**src/rtl/smmw_pkg.sv**
```systemverilog
package smmw_pkg;

  // Writable control state of the compatible-window byte
  typedef struct packed {
    logic open;
    logic closed;
    logic lock;
    logic gen;
  } smm_ctl_t;

  // Hardwired base segment: selects A0000h..BFFFFh
  localparam logic [2:0] BASE_SEG = 3'b010;

endpackage

```
**src/rtl/smmw_cfg_regs.sv**
```systemverilog
module smmw_cfg_regs
  import smmw_pkg::*;
#(
  parameter int              CFG_AW   = 8,
  parameter logic [CFG_AW-1:0] SMM_OFS = 8'h9D,
  parameter logic [CFG_AW-1:0] EXT_OFS = 8'h9E,
  parameter int              EXT_SZ_W = 2
) (
  input  logic              clk,
  input  logic              rst,
  input  logic              cfg_we,
  input  logic [CFG_AW-1:0] cfg_addr,
  input  logic [7:0]        cfg_wdata,
  output smm_ctl_t          ctl,
  output logic              ext_en,
  output logic [EXT_SZ_W-1:0] ext_size,
  output logic [7:0]        cfg_rdata
);

  localparam int EXT_BITS = EXT_SZ_W + 1;

  logic hit_smm, hit_ext;
  logic unused_wd;

  assign hit_smm   = (cfg_addr == SMM_OFS);
  assign hit_ext   = (cfg_addr == EXT_OFS);
  assign unused_wd = cfg_wdata[7];

  always_ff @(posedge clk) begin
    if (rst) begin
      ctl      <= '0;
      ext_en   <= 1'b0;
      ext_size <= '0;
    end else if (cfg_we) begin
      if (hit_smm) begin
        ctl.closed <= cfg_wdata[5];
        if (!ctl.lock) begin
          ctl.gen  <= cfg_wdata[3];
          ctl.lock <= cfg_wdata[4];
          ctl.open <= cfg_wdata[6] & ~cfg_wdata[4];
        end
      end
      if (hit_ext && !ctl.lock) begin
        ext_en   <= cfg_wdata[0];
        ext_size <= cfg_wdata[EXT_SZ_W:1];
      end
    end
  end

  always_comb begin
    cfg_rdata = '0;
    if (hit_smm) begin
      cfg_rdata = {1'b0, ctl.open, ctl.closed, ctl.lock, ctl.gen, BASE_SEG};
    end else if (hit_ext) begin
      cfg_rdata[EXT_BITS-1:0] = {ext_size, ext_en};
    end
  end

endmodule

```
**src/rtl/smmw_decode.sv**
```systemverilog
module smmw_decode
  import smmw_pkg::*;
#(
  parameter int                ADDR_W   = 32,
  parameter int                WIN_LOG2 = 17,
  parameter logic [ADDR_W-1:0] WIN_BASE = 32'h000A_0000
) (
  input  logic [ADDR_W-1:0] acc_addr,
  input  logic              acc_smm,
  input  logic              acc_code,
  input  smm_ctl_t          ctl,
  output logic              route_dram
);

  localparam int TAG_W = ADDR_W - WIN_LOG2;
  localparam logic [TAG_W-1:0] WIN_TAG = WIN_BASE[ADDR_W-1:WIN_LOG2];

  logic in_win, open_eff, unused_lo;

  assign in_win    = (acc_addr[ADDR_W-1:WIN_LOG2] == WIN_TAG);
  assign open_eff  = ctl.open & ~ctl.lock;
  assign unused_lo = ^acc_addr[WIN_LOG2-1:0];

  always_comb begin
    route_dram = 1'b0;
    if (in_win && ctl.gen) begin
      if (acc_smm) route_dram = acc_code | ~ctl.closed;
      else         route_dram = open_eff;
    end
  end

endmodule

```
**src/rtl/smm_window_ctrl.sv**
```systemverilog
module smm_window_ctrl
  import smmw_pkg::*;
#(
  parameter int                ADDR_W   = 32,
  parameter int                CFG_AW   = 8,
  parameter int                EXT_SZ_W = 2,
  parameter int                WIN_LOG2 = 17,
  parameter logic [ADDR_W-1:0] WIN_BASE = 32'h000A_0000,
  parameter logic [CFG_AW-1:0] SMM_OFS  = 8'h9D,
  parameter logic [CFG_AW-1:0] EXT_OFS  = 8'h9E
) (
  input  logic                clk,
  input  logic                rst,
  input  logic                cfg_we,
  input  logic [CFG_AW-1:0]   cfg_addr,
  input  logic [7:0]          cfg_wdata,
  output logic [7:0]          cfg_rdata,
  input  logic [ADDR_W-1:0]   acc_addr,
  input  logic                acc_smm,
  input  logic                acc_code,
  output logic                route_dram,
  output logic                ext_seg_en,
  output logic [EXT_SZ_W-1:0] ext_seg_size
);

  smm_ctl_t ctl_q;

  smmw_cfg_regs #(
    .CFG_AW(CFG_AW), .SMM_OFS(SMM_OFS), .EXT_OFS(EXT_OFS), .EXT_SZ_W(EXT_SZ_W)
  ) u_regs (
    .clk(clk), .rst(rst), .cfg_we(cfg_we), .cfg_addr(cfg_addr),
    .cfg_wdata(cfg_wdata), .ctl(ctl_q), .ext_en(ext_seg_en),
    .ext_size(ext_seg_size), .cfg_rdata(cfg_rdata)
  );

  smmw_decode #(
    .ADDR_W(ADDR_W), .WIN_LOG2(WIN_LOG2), .WIN_BASE(WIN_BASE)
  ) u_dec (
    .acc_addr(acc_addr), .acc_smm(acc_smm), .acc_code(acc_code),
    .ctl(ctl_q), .route_dram(route_dram)
  );

endmodule

```
**config.mk**
```make
export PLATFORM = sky130hd
export DESIGN_NAME = smm_window_ctrl
export DESIGN_NICKNAME = d
export VERILOG_FILES = /design/src/rtl/smmw_pkg.sv /design/src/rtl/smmw_cfg_regs.sv /design/src/rtl/smmw_decode.sv /design/src/rtl/smm_window_ctrl.sv
export SDC_FILE = /design/constraint.sdc
export NUM_CORES = 1
export LEC_CHECK = 0
export ABC_CLOCK_PERIOD_IN_PS = 2200
export BUFFER_PORTS_ARGS = -buffer_cell sky130_fd_sc_hd__buf_2
export CAP_MARGIN = 20
export CORE_MARGIN = 3
export CORE_UTILIZATION = 34
export CTS_CLUSTER_SIZE = 24
export DETAILED_ROUTE_END_ITERATION = 8
export MAX_ROUTING_LAYER = met4
export PLACE_DENSITY_LB_ADDON = 0.12
export RECOVER_POWER = 50
export SYNTH_ARGS = -nofsm -noshare
export SYNTH_HDL_FRONTEND = slang
export SYNTH_HIERARCHICAL = 1
export SYNTH_SLANG_ARGS = --single-unit
```
**constraint.sdc**
```tcl
create_clock -name clk -period 2.2 [get_ports clk]
set_input_delay 0.11 -clock clk [delete_from_list [all_inputs] [get_ports clk]]
set_output_delay 0.11 -clock clk [all_outputs]
set_load 0.01 [all_outputs]
```
# ---- After elaboration in Yosys (flattened, before gate mapping)
# Index checks and enable logic that the tools add are counted.
dict set report op_classes {
  n_eq_ne 3
  n_mux 6
  bitwise_logic 6
  n_reduce_logical 6
}
# cell count
set ops {}
lappend ops {{8-bit equality test (second input constant)} 2}
lappend ops {{15-bit by 3-bit equality test with 1-bit output (second input constant)} 1}
lappend ops {{3-bit two-way mux} 2}
lappend ops {{4-bit two-way mux} 1}
lappend ops {{2-bit AND reduction} 2}
lappend ops {{1-bit inverter} 3}
lappend ops {{3-bit AND reduction} 1}
lappend ops {{1-bit bitwise AND} 2}
lappend ops {{1-bit logical AND} 2}
lappend ops {{1-bit two-way mux} 2}
lappend ops {{2-bit two-way mux} 1}
lappend ops {{1-bit logical NOT} 1}
lappend ops {{1-bit OR} 1}
dict set report word_totals {
  register_bits 7
  in_bits 53
  out_inout_bits 12
  elab_cells 27
}

# ---- Logic depth before layout (Yosys ltp)
dict set report depth {
  ltp_word 4
  ltp_mapped 4
  depth_no_buf 3
}

# ---- Cells and area by module
# The synthesis kept the hierarchy.
# module instances cells_per_inst area_each_um2 seq_area_each_um2
set by_module_without_submodules {}
lappend by_module_without_submodules {smmw_cfg_regs 1 51 450.4 140.1}
lappend by_module_without_submodules {smmw_decode 1 9 80.1 0.0}

# ---- Worst setup path after synthesis
# OpenSTA, ideal clock, no wires.
dict set report synth_path {
  path_type {register to output}
  from {reg u_regs/ctl[0] (netlist name)}
  to {out route_dram}
  arrival_time_ps 996
  path_slack_ps 1094
  path_stages_with_launch 4
  cell_sequence {dfxtp_1 and4bb_2 nand4_1 a311oi_1}
}
dict set report synth_via {
  elab_chain_cells 2
}
# element line_no
set synth_lines {}
lappend synth_lines {{1-bit logical AND} smmw_decode.sv:26} ;# if (in_win && ctl.gen) begin
lappend synth_lines {{1-bit two-way mux} smmw_decode.sv:26}
lappend synth_lines {{to (decl)} smm_window_ctrl.sv:21} ;# output logic route_dram,
# Every way passes these cells.

# ---- Final worst setup path
dict set report layout_path {
  from {reg u_regs/ctl[0] (netlist name)}
  to {out route_dram}
}
dict set report layout_via {
  elab_chain_cells 2
}
# element line_no
set layout_lines {}
lappend layout_lines {{1-bit logical AND} smmw_decode.sv:26}
lappend layout_lines {{1-bit two-way mux} smmw_decode.sv:26}
# Every way passes these cells.

==> results.json <==
{
  "synthTopCellsByArea": "dfxtp_1, mux2i_1, nand4bb_4",
  "outcome": "complete, no violations",
  "die_h_um": 45.5,
  "slew_violations": 0,
  "crit_required_ns": 2.09,
  "critPathCaptureType": "primary output",
  "via_per_inst": 5.16,
  "criticalPathCategory": "register to primary output",
  "placeableCoreArea_um2": 1380,
  "critical-path-top-delay-family": "flip-flops",
  "hold_path_class": "input port to register",
  "period_share_pct": 64.1,
  "yosysMostFrequentCell": "dfxtp_1",
  "path_clk_slew_ns": 0.06,
  "syn-num-nets": 113,
  "nets": 161,
  "ys_async_sr_fraction_pct": 0,
  "synth_common_cells": "dfxtp_1, nand2_1, inv_1",
  "fin_area_um2": 766,
  "io_buffers": 45,
  "setup.worst_path.start": "u_regs/ctl[0]",
  "routed-via-count": 630,
  "avgSynthCellArea_um2": 8.84,
  "gp_congestion": 0.697,
  "grt_pass1_wl_um": 2120,
  "cts_tree": "yes",
  "synthDistinctLibCells": 26,
  "fillers": 148,
  "crit_buf_inv": 1,
  "worst_skew_pair.late_latency_ns": 0.25,
  "max_stage_delay_ns": 0.33,
  "ant_nets": 0,
  "grt_pass1_vias": 508,
  "start_kind": "register",
  "grt_max_degree": 9,
  "rsz0062_at_grt": "false",
  "max_cap_viol_count": 0,
  "ys_seq_area_share_pct": 26.4,
  "dp_hpwl_um": 1160,
  "post_drt_wl_per_cell_um": 11.9,
  "num_antenna_cells": 0,
  "fin_crit_ns": 1.41,
  "syn_area_um2": 531,
  "grt_overflow_total": 0,
  "path_max_fanout": 3,
  "r2r-start": "u_regs/ctl[1]",
  "rows": 13,
  "drt_iter0_markers": 15,
  "ys_seq_elements": 7,
  "antenna_found_initial": 0,
  "wirelength_um": 1450,
  "wl_met1_um": 604,
  "cts_sinks": 7,
  "leakagePower_nw": 0.369,
  "post_cts_buffers": 0,
  "syn_inst": 60,
  "wl_met3_um": 196,
  "area_delta_synth_final_pct": 44.3,
  "clk_path_buf_depth": 2,
  "ys.flop_type": "dfxtp_1",
  "fmax_ghz": 0.709,
  "power_density_nw_per_um2": 394,
  "cts_resized": 0,
  "die_w_um": 45.5,
  "drive_above_1_share_pct": 46.7,
  "setup_violations": 0,
  "wl_met2_um": 646,
  "synth_warnings": 6,
  "post-place-ws_ns": 1.04,
  "cts_buffers": 3,
  "cts_max_level": 1,
  "setup_tns_ns": 0,
  "finalWorstSetupSlack_ns": 0.789,
  "cts-root-buf": "clkbuf_4",
  "start_util_pct": 38.4,
  "remaining_drc_errors": 0,
  "skew_ns": 0.00271,
  "dpl_cell_area_um2": 762,
  "io_pins": 65,
  "hold_start": "rst",
  "topRoutingLayerUsed": "met4",
  "hold_viol_final": 0,
  "yosys.area.top_type": "dfxtp_1",
  "die_area_um2": 2070,
  "track_usage_pct": 14.6,
  "ir_drop_mv": 0.261,
  "worst_ep_arrival_time_ns": 1.30,
  "synth_top_area_share_pct": 26.4,
  "firstDrtPassIters": 4,
  "worst_path_max_delay_cell": "dfxtp_1",
  "holdBufCountCts": 0,
  "synth_edf_count": 0,
  "path_cells": "and4bb_2 > nand4_1 > a311oi_1 > buf_2"
}
[layout make-up]
cell class                      count  area (µm²)  area share, %
Multi-Input combinational cell     46         343           44.8
Timing Repair Buffer               45         219           28.6
Sequential cell                     7         140           18.3
Clock buffer                        4        26.3           3.43
Inverter                            5        18.8           2.45
Tap cell                           15        18.8           2.45
[power by group]
part	switching [W]	internal, W	total [W]
sequential	0.000000107	0.000127	0.000127
combinational	0.0000249	0.0000293	0.0000543
clock	0.0000508	0.0000694	0.000120
[worst register-to-register path: stages, from the launching register on]
cell	delay (ns)
dfxtp_1	0.34
nand2b_1	0.22
nor3_4	0.24
mux2i_1	0.24
[cell usage in the layout (no fill, tap or decap), types with 2 or more instances in the layout]
cell	instances
mux2i_1	3
o31ai_1	3
and3_1	4
a21oi_1	4
inv_1	5
nor4_2	2
nor2_1	3
nand4_1	4
clkbuf_4	3
buf_2	40
dfxtp_1	7
nand2_1	6
and4bb_2	2
nor2b_1	2
clkbuf_1	6
[worst paths after layout]
kind                                      endpoint  slack, ns  depth (start not counted)
worst max-delay path                    route_dram       0.79                          4
worst min-delay path                 u_regs/ctl[0]       0.08                          2
worst max register to register       u_regs/ext_en       1.09                          3
worst min register to register  u_regs/ext_size[1]       0.46                          2
[logic make-up after synthesis]
kind of cell    Yosys count  share of synthesized area [%]
compound gates           10                           12.7
buf+inv                   7                           5.90
flops                     7                           26.4
mux                       3                           5.66
other cells               1                          0.707
simple gates             32                           48.6
[per-stage QoR]
stage	util (%)	std cells	hold slack (ns)	total power (W)
6_report	55.4	122	0.0778	0.000302
3_5_place_dp	55.1	118	0.341	0.000187
3_3_place_gp	55.1	118	0.341	0.000186
4_1_cts	57.0	122	0.0682	0.000310
5_1_grt	55.4	122	0.0859	0.000317
2_1_floorplan	-	60	0.179	0.000150
[sequential cells by signal, indices dropped and copies added, names as in the netlist]
register / flops
u_regs/ctl: 4
u_regs/ext_en: 1
u_regs/ext_size: 2
[routing by layer]
layer,GRT usage (%),up-vias
li1,-,317
met1,17.4,279
met2,22.6,32
met3,3.95,2
met4,7.02,0
met5,-,-
Power figures use the tool's default switching activity.
